[src/rtl/aux_req_pkg.sv]
package aux_req_pkg;
  typedef enum logic [1:0] {
    KIND_NWR = 2'b00,
    KIND_NRD = 2'b01,
    KIND_I2C = 2'b10,
    KIND_RSV = 2'b11
  } kind_e;

  typedef enum logic [1:0] {
    STEP_START = 2'b00,
    STEP_WRITE = 2'b01,
    STEP_READ  = 2'b10,
    STEP_STOP  = 2'b11
  } step_e;

  localparam logic [3:0] CMD_NWR   = 4'h8;
  localparam logic [3:0] CMD_NRD   = 4'h9;
  localparam logic [3:0] CMD_MOT   = 4'h4;
  localparam int         HDR_BYTES = 4;
endpackage

[src/rtl/aux_req_hdr.sv]
module aux_req_hdr
  import aux_req_pkg::*;
#(
  parameter int AW          = 16,
  parameter int MAX_PAYLOAD = 16,
  parameter int LW          = $clog2(MAX_PAYLOAD + 1),
  parameter int CW          = $clog2(MAX_PAYLOAD + HDR_BYTES + 1)
) (
  input  logic [1:0]               kind_i,
  input  logic [1:0]               mode_i,
  input  logic [AW-1:0]            addr_i,
  input  logic [LW-1:0]            len_i,
  input  logic [8*MAX_PAYLOAD-1:0] wdata_i,
  input  logic [CW-1:0]            idx_i,
  output logic [7:0]               byte_o,
  output logic [CW-1:0]            total_o,
  output logic                     ok_o
);
  localparam int PIW = (MAX_PAYLOAD > 1) ? $clog2(MAX_PAYLOAD) : 1;

  logic [7:0]    hdr [HDR_BYTES];
  logic [7:0]    pay [MAX_PAYLOAD];
  logic [3:0]    n_m1, wr_nib, cmd_i2c, len_i2c;
  logic          len_ok;
  logic [CW-1:0] pidx;
  kind_e         kind;
  step_e         step;

  for (genvar k = 0; k < MAX_PAYLOAD; k++) begin : g_unpack
    assign pay[k] = wdata_i[8*k +: 8];
  end

  assign kind    = kind_e'(kind_i);
  assign step    = step_e'(mode_i);
  assign n_m1    = len_i[3:0] - 4'd1;
  assign wr_nib  = len_i[3:0] + 4'd4;   // wraps at 16 bytes
  assign len_ok  = (len_i != '0) && (int'(len_i) <= MAX_PAYLOAD);
  assign cmd_i2c = ((step != STEP_STOP) ? CMD_MOT : 4'h0) | {3'b000, addr_i[0]};
  assign pidx    = idx_i - CW'(HDR_BYTES);

  always_comb begin
    unique case (step)
      STEP_WRITE: len_i2c = 4'd5;
      STEP_READ:  len_i2c = 4'd4;
      default:    len_i2c = 4'd3;
    endcase
  end

  always_comb begin
    hdr[0]  = addr_i[7:0];
    hdr[1]  = addr_i[15:8];
    hdr[2]  = '0;
    hdr[3]  = '0;
    total_o = CW'(HDR_BYTES);
    ok_o    = 1'b0;
    unique case (kind)
      KIND_NWR: begin
        hdr[2]  = {CMD_NWR, 4'h0};
        hdr[3]  = {wr_nib, n_m1};
        total_o = CW'(HDR_BYTES) + CW'(len_i);
        ok_o    = len_ok;
      end
      KIND_NRD: begin
        hdr[2] = {CMD_NRD, 4'h0};
        hdr[3] = {4'd4, n_m1};
        ok_o   = len_ok;
      end
      KIND_I2C: begin
        hdr[0]  = addr_i[8:1];
        hdr[1]  = {1'b0, addr_i[15:9]};
        hdr[2]  = {cmd_i2c, 4'h0};
        hdr[3]  = {len_i2c, 4'h0};
        total_o = CW'(HDR_BYTES) + ((step == STEP_WRITE) ? CW'(1) : CW'(0));
        ok_o    = 1'b1;
      end
      default: ok_o = 1'b0;
    endcase
  end

  assign byte_o = (idx_i < CW'(HDR_BYTES)) ? hdr[idx_i[1:0]] : pay[pidx[PIW-1:0]];

  // an accepted request always has a header and fits the payload space
  always_comb begin
    if (ok_o) begin
      assert_total_range_R3: assert (total_o >= CW'(HDR_BYTES) &&
                                     int'(total_o) <= HDR_BYTES + MAX_PAYLOAD);
    end
  end
endmodule

[src/rtl/aux_req_ser.sv]
module aux_req_ser #(
  parameter int CW = 5
) (
  input  logic          clk_i,
  input  logic          rst_ni,
  input  logic          start_i,
  input  logic          ok_i,
  input  logic [CW-1:0] total_i,
  input  logic          ready_i,
  output logic          valid_o,
  output logic          last_o,
  output logic          err_o,
  output logic [CW-1:0] idx_o
);
  logic          busy_q, err_q;
  logic [CW-1:0] idx_q;

  assign valid_o = busy_q;
  assign last_o  = busy_q && (idx_q == total_i - CW'(1));
  assign err_o   = err_q;
  assign idx_o   = idx_q;

  always_ff @(posedge clk_i or negedge rst_ni) begin
    if (!rst_ni) begin
      busy_q <= 1'b0;
      idx_q  <= '0;
      err_q  <= 1'b0;
    end else begin
      err_q <= 1'b0;
      if (!busy_q) begin
        if (start_i) begin
          if (ok_i) begin
            busy_q <= 1'b1;
            idx_q  <= '0;
          end else begin
            err_q <= 1'b1;
          end
        end
      end else if (ready_i) begin
        if (last_o) busy_q <= 1'b0;
        else        idx_q  <= idx_q + CW'(1);
      end
    end
  end

  assert_err_pulse_R5: assert property (@(posedge clk_i) disable iff (!rst_ni)
    err_q |=> !err_q);
  assert_err_no_valid_R5: assert property (@(posedge clk_i) disable iff (!rst_ni)
    err_q |-> !busy_q);
  assert_last_valid_R9: assert property (@(posedge clk_i) disable iff (!rst_ni)
    last_o |-> valid_o);
  assert_idx_bound_R9: assert property (@(posedge clk_i) disable iff (!rst_ni)
    busy_q |-> (idx_q < total_i));
  assert_stall_hold_R10: assert property (@(posedge clk_i) disable iff (!rst_ni)
    (busy_q && !ready_i) |=> (busy_q && $stable(idx_q)));
  assert_busy_start_R11: assert property (@(posedge clk_i) disable iff (!rst_ni)
    (busy_q && start_i && !(ready_i && last_o)) |=> busy_q);
endmodule

[src/rtl/aux_req_fmt.sv]
module aux_req_fmt
  import aux_req_pkg::*;
#(
  parameter int AW          = 16,
  parameter int MAX_PAYLOAD = 16,
  parameter int LW          = $clog2(MAX_PAYLOAD + 1)
) (
  input  logic                     clk_i,
  input  logic                     rst_ni,
  input  logic                     start_i,
  input  logic [1:0]               kind_i,
  input  logic [1:0]               mode_i,
  input  logic [AW-1:0]            addr_i,
  input  logic [LW-1:0]            len_i,
  input  logic [8*MAX_PAYLOAD-1:0] wdata_i,
  output logic [7:0]               tx_data_o,
  output logic                     tx_valid_o,
  input  logic                     tx_ready_i,
  output logic                     tx_last_o,
  output logic                     err_o
);
  localparam int CW = $clog2(MAX_PAYLOAD + HDR_BYTES + 1);

  logic [CW-1:0] idx, total;
  logic          ok;

  aux_req_hdr #(
    .AW(AW), .MAX_PAYLOAD(MAX_PAYLOAD), .LW(LW), .CW(CW)
  ) u_hdr (
    .kind_i  (kind_i),
    .mode_i  (mode_i),
    .addr_i  (addr_i),
    .len_i   (len_i),
    .wdata_i (wdata_i),
    .idx_i   (idx),
    .byte_o  (tx_data_o),
    .total_o (total),
    .ok_o    (ok)
  );

  aux_req_ser #(.CW(CW)) u_ser (
    .clk_i   (clk_i),
    .rst_ni  (rst_ni),
    .start_i (start_i),
    .ok_i    (ok),
    .total_i (total),
    .ready_i (tx_ready_i),
    .valid_o (tx_valid_o),
    .last_o  (tx_last_o),
    .err_o   (err_o),
    .idx_o   (idx)
  );

  // stream byte holds under backpressure (inputs are held by contract)
  assert_data_hold_R10: assert property (@(posedge clk_i) disable iff (!rst_ni)
    (tx_valid_o && !tx_ready_i) |=> (tx_valid_o && $stable(tx_data_o)));
  assert_last_needs_valid_R9: assert property (@(posedge clk_i) disable iff (!rst_ni)
    tx_last_o |-> tx_valid_o);
endmodule

[config.mk]
export PLATFORM = sky130hd
export DESIGN_NAME = aux_req_fmt
export DESIGN_NICKNAME = d
export VERILOG_FILES = /design/src/rtl/aux_req_pkg.sv /design/src/rtl/aux_req_hdr.sv /design/src/rtl/aux_req_ser.sv /design/src/rtl/aux_req_fmt.sv
export SDC_FILE = /design/constraint.sdc
export NUM_CORES = 1
export LEC_CHECK = 0
export BUFFER_PORTS_ARGS = -buffer_cell sky130_fd_sc_hd__buf_2
export CAP_MARGIN = 20
export CORE_MARGIN = 5
export CORE_UTILIZATION = 45
export DETAILED_ROUTE_END_ITERATION = 10
export PLACE_DENSITY = 0.89
export SLEW_MARGIN = 25
export SYNTH_ARGS = -nofsm -noshare
export SYNTH_HDL_FRONTEND = slang
export SYNTH_HIERARCHICAL = 1
export SYNTH_SLANG_ARGS = --single-unit
export TNS_END_PERCENT = 100
[constraint.sdc]
create_clock -name clk_i -period 3 [get_ports clk_i]
set_input_delay 0.3 -clock clk_i [delete_from_list [all_inputs] [get_ports clk_i]]
set_output_delay 0.3 -clock clk_i [all_outputs]
set_load 0.005 [all_outputs]
# Word-level counts from Yosys, hierarchy flattened
# Index checks and enable logic that the tools add are counted.
# W data, S select, Z words.
# word_totals
reg_bits	7
out_inout_bits	11
word_cells	60
# classes
addsub	7
n_lt_le_gt_ge	4
eq_ne	8
n_mux	27
bitwise	3
reduce_logical	8
# op_table
op	n
$pmux W16 S3	1
$mux W8	5
$bmux W8 S4	1
$mux W5	5
$bmux W8 S2	1
$mux W16	1
$pmux W5 S2	1
$mux W1	9
$ne A2 B2 Y1 const B	3
$pmux W3 S2	1
$add A3 B5 Y5 const A	1
$add A4 B5 Y5 const A	1
$add A5 B1 Y5 const B	1
$eq A5 B5 Y1	1
$ge A5 B5 Y1 const B	1
$le A5 B5 Y1 const B	1
$lt A5 B3 Y1 const B	1
$not A4 Y5	1
$reduce_bool A5 Y1	1
$sub A5 B1 Y5 const B	1
$add A4 B3 Y4 const B	1
$eq A2 B1 Y1 const B	2
$eq A2 B2 Y1 const B	2
$or A4 B1 Y4	1
11 further kinds	13

# Logic depth before layout (Yosys ltp)
# logic_depth
word_depth	10
ltp_mapped	12

# By module
# The synthesis kept the hierarchy.
# modules_own_cells
mod	n_inst	cells_each	area_per_inst_um2
aux_req_hdr	1	175	1702.9
aux_req_ser	1	55	503.0

# Least setup slack after synthesis
# No wires, ideal clock.
# synth_timing
path_kind	input -> register
from	input kind_i[1]
to	register u_ser.idx_q[0], in the netlist u_ser/idx_o[0]
setup_time_ns	0.128
t_arrival_ns	2.144
path_slack_ns	0.728
path_stages	10
cell_sequence	buf_1 -> mux2i_1 -> nor2_1 -> inv_1 -> ha_1 -> xor2_1 -> o211ai_1 -> a21oi_1 -> o21ai_1 -> mux2_1
# synth_between
elab_chain_cells	7
elab_cells_between_ends	12
cone_classes	add/sub (1); eq/ne (4); mux (2); reduce/logical (5)
# synth_lines
element	line_no	rtl
start: declaration	aux_req_fmt.sv:11	input logic [1:0] kind_i,
$eq A2 B2 Y1 / $logic_not A2 Y1 (equally long branches)	aux_req_hdr.sv:56	unique case (kind)
$pmux W5 S2 (*)	aux_req_hdr.sv:56	
net total[0]	aux_req_fmt.sv:24	logic [CW-1:0] idx, total;
$sub A5 B1 Y5 (*)	aux_req_ser.sv:19	assign last_o = busy_q && (idx_q == total_i - CW'(1));
$eq A5 B5 Y1 (*)	aux_req_ser.sv:19	
$logic_and A1 B1 Y1 (*)	aux_req_ser.sv:19	
$ne A2 B2 Y1 (no source line) (*)	-	
$reduce_and A4 Y1 (no source line) (*)	-	
end signal: assignment	aux_req_ser.sv:41	else idx_q <= idx_q + CW'(1);
end: declaration	aux_req_ser.sv:16	logic [CW-1:0] idx_q;
# The timed path passes the listed nets; every way through them passes the cells marked *.
# A chain may end at the register's enable or synchronous reset.

# Worst setup path after layout
# layout_timing
from	register u_ser.idx_q[0], in the netlist u_ser/idx_o[0]
to	output tx_data_o[4]
# layout_between
elab_chain_cells	6
elab_cells_between_ends	11
cone_classes	add/sub (1); order compare (1); mux (7); bitwise (2)
# layout_lines
element	line_no	rtl
$sub A4 B3 Y4	aux_req_hdr.sv:39	assign pidx = idx_i - CW'(HDR_BYTES);
$not A4 Y5 (not written as such)	aux_req_hdr.sv:80	assign byte_o = (idx_i < CW'(HDR_BYTES)) ? hdr[idx_i[1:0]] : pay[pidx[PIW-1:0]];
$bmux W8 S4	aux_req_hdr.sv:80	
$mux W8 (not written as such) (2 in series)	aux_req_hdr.sv:80	
$mux W8 (*)	aux_req_hdr.sv:80	
end: declaration	aux_req_fmt.sv:16	output logic [7:0] tx_data_o,
# Every way passes the cells marked *; elsewhere a longest branch is shown, timed or not. The select of a mux whose other input is x is not followed.

==> flow_metrics.env <==
export IMPL_outcome="complete, no violations"
export IMPL_postSynthCellCount=230
export IMPL_yosys_warnings=6
export IMPL_synth_area_leaders="mux4_2, mux2i_1, dfrtp_1"
export IMPL_fin_crit_ns=2.58
export IMPL_syn_area_sq_mm=0.00221
export IMPL_place_congestion=0.840
export IMPL_reg2reg_setup_slack_ns=0.78
export IMPL_cts_setup_buffers=0
export IMPL_postRouteAntennaNets=0
export IMPL_grt_overflow_total=0
export IMPL_port_buffers=167
export IMPL_grt_max_degree=26
export IMPL_crit_required_ns=2.70
export IMPL_crit_type="flip-flop to primary output"
export IMPL_crit_arrival_ns=2.28
export IMPL_insertion_delay_ns=0.23
export IMPL_wl_per_cell_um=18.8
export IMPL_setup_viol=0
export IMPL_cts_buffer_depth=2
export IMPL_powerDensity_mw_per_mm2=714
export IMPL_min_from="tx_ready_i"
export IMPL_numPlacedInstances=452
export IMPL_holdPathStages=2
export IMPL_yosys_area_top_type="mux4_2"
export IMPL_relSlewSlack_pct=44.4
export IMPL_via_per_inst=5.83
export IMPL_syn_avg_cell_area_sq_um=9.59
export IMPL_chipWidth_um=80.0
export IMPL_drc_errors=0
export IMPL_worstRegToRegCells=5
export IMPL_cts_buffers=3
export IMPL_ios=168
export IMPL_cp_max_fo=21
export IMPL_clkTransAtPathRegs_ns=0.05
export IMPL_hpwlAfterDp_mm=7.25
export IMPL_timing_fmax_ghz=0.387
export IMPL_ys_ff_latch=7
export IMPL_async_flop_share_pct=100
export IMPL_leakagePower_nw=1.52
export IMPL_tightest_slew_ns=0.833
export IMPL_grt_util_all_layers_pct=25.5
export IMPL_multi_input_area_sq_mm=0.00187
export IMPL_core_sq_mm=0.00475
export IMPL_area_growth_pct=41.7
export IMPL_hold_path_class="input port to flip-flop"
export IMPL_grt_antenna_before_repair=1
export IMPL_placed_cell_area_sq_mm=0.00307
export IMPL_die_height_um=80.0
export IMPL_dieArea_sq_mm=0.00640
export IMPL_maxSlewViolCount=0
export IMPL_endpoint_kind="primary output"
export IMPL_fin_hold_ws_ns=0.285
export IMPL_seqCellArea_sq_um=178
export IMPL_cts_root_buf="clkbuf_8"
export IMPL_htree_levels=1
export IMPL_drtIter0Drc=178
export IMPL_diodes=0
export IMPL_final_cells=457
export IMPL_start_util_pct=46.4
export IMPL_fin_crit_sh_pct=86.1
export IMPL_peakVddDrop_v=0.000515
export IMPL_maxCapViolations=0
export IMPL_stdcell_area_sq_mm=0.00313
export IMPL_nets=557
export IMPL_ys_seq_area_share_pct=7.94
export IMPL_cts_num_sinks=7
export IMPL_syn_nets=396
export IMPL_fillers=420
export IMPL_holdPathEnd="u_ser/valid_o"
export IMPL_cp_start_kind="flip-flop"
export IMPL_skew_ns=0.00731
export IMPL_rsz0062_at_grt="no"
export IMPL_netlist_area_leader_share_pct=27.6
export IMPL_drtPass1Iterations=5
export IMPL_synth_edf_count=0
export IMPL_row_count=25
export IMPL_drive_gt1_share_pct=54.4
export IMPL_synth_main_ff_cell="dfrtp_1"
export IMPL_yosysUniqueCellTypes=48
export IMPL_rr_startpoint="u_ser/idx_o[0]"
export IMPL_finalHoldViolCount=0
export IMPL_grt_pass1_vias=2772
export IMPL_via_count=2663
export IMPL_r2r_end="u_ser/idx_o[0]"
export IMPL_cts_tree="done"
export IMPL_wl_mm=8.60
export IMPL_tns_ns=0
export IMPL_grt_pass1_wl_mm=12.9
## worst max path at each step
stage | from | endpoint
after floorplan | kind_i[1] | u_ser/idx_o[0]
after global placement | mode_i[1] | tx_last_o
after detailed placement | len_i[2] | u_ser/idx_o[0]
after CTS | u_ser/idx_o[0] | tx_data_o[4]
after global routing | u_ser/idx_o[0] | tx_data_o[4]
final | u_ser/idx_o[0] | tx_data_o[4]
## power by group
group	switching (mW)	internal (mW)	total, mW
logic	0.838	0.949	1.79
clock network	0.0468	0.0904	0.137
registers	0.170	0.136	0.306
total	1.05	1.18	2.23
## placed cells by master (no fill, tap or decap), types with 2 or more instances in the layout
| cell | instances |
|---|---|
| clkbuf_8 | 3 |
| o32ai_1 | 2 |
| o22ai_1 | 14 |
| dfrtp_1 | 5 |
| mux4_1 | 3 |
| nor2_1 | 6 |
| mux2i_1 | 26 |
| o31a_1 | 2 |
| nor3_1 | 10 |
| buf_2 | 167 |
| nand2b_1 | 7 |
| buf_4 | 7 |
| mux2_2 | 3 |
| dfrtp_2 | 2 |
| or3_1 | 3 |
| inv_1 | 14 |
| mux4_2 | 27 |
| ha_1 | 9 |
| nand3_1 | 2 |
| xor2_1 | 4 |
| o21ai_0 | 8 |
| nand2_1 | 11 |
| o211ai_1 | 4 |
| and3_1 | 2 |
| nand4_1 | 2 |
| xnor2_1 | 6 |
| nor2b_1 | 4 |
| nand3b_1 | 2 |
| or3b_2 | 2 |
| a31oi_1 | 2 |
| nor3b_1 | 3 |
| a221o_1 | 2 |
| a21oi_1 | 10 |
## critical path: stages, from the launching register on
cell	delay (ns)
dfrtp_2	0.62
buf_4	0.35
mux4_2	0.52
or3_1	0.32
o311a_1	0.11
buf_2	0.14
## cell families (layout without fill, tap and decap cells)
| group | Yosys count | in the layout | synth area share [%] |
|---|---|---|---|
| AND/OR/NAND/NOR | 58 | 58 | 14.9 |
| adder cells (fa/ha/maj) | 9 | 9 | 5.11 |
| flip-flops | 7 | 7 | 7.94 |
| AO/OA/AOI/OAI | 53 | 53 | 15.7 |
| XOR/XNOR | 10 | 10 | 3.97 |
| multiplexers | 60 | 60 | 45.0 |
| buffers and inverters | 33 | 193 | 7.43 |
## synthesized netlist by cell type (4+ instances only)
| library cell | count |
|---|---|
| mux4_2 | 27 |
| mux2i_1 | 26 |
| inv_1 | 14 |
| o22ai_1 | 14 |
| nand2_1 | 11 |
| a21oi_1 | 10 |
| nor3_1 | 10 |
| ha_1 | 9 |
| o21ai_0 | 8 |
| buf_4 | 7 |
| dfrtp_1 | 7 |
| nand2b_1 | 7 |
| nor2_1 | 6 |
| xnor2_1 | 6 |
| buf_2 | 5 |
| nor2b_1 | 4 |
| o211ai_1 | 4 |
| xor2_1 | 4 |
## sequential cells by signal, summed over array words and instances (netlist names)
signal,count
u_ser/err_o,1
u_ser/valid_o,1
u_ser/idx_o,5
## through the flow
step                power [mW]  utilization [%]  setup WS, ns
floorplan                 1.58                -         0.728
global placement          2.03             64.6         0.637
detailed placement        2.08             64.6         0.538
CTS                       2.23             65.7         0.387
global route              2.41             65.7         0.265
finish                    2.23             65.7         0.417
## cell type report
class | count | share of cell area (%)
Sequential cell | 7 | 5.68
Multi-Input combinational cell | 190 | 59.7
Tap cell | 67 | 2.68
Clock inverter | 1 | 0.160
Clock buffer | 3 | 1.32
Timing Repair Buffer | 175 | 28.7
Inverter | 14 | 1.68
## what timing repair did
action	in CTS	in global routing
hold buffers	1	0
setup endpoints to repair	0	0
gates resized for setup	0	0
endpoints found under the hold margin	7	0
## layer usage
layer	part of all wire [%]	track usage [%]	up-vias
met5	0.13	0	-
met4	2.0	6.42	2
met3	8.9	5.53	20
met2	52	44.6	158
met1	37	31.7	1247
li1	-	-	1236
Power figures use the tool's default switching activity.
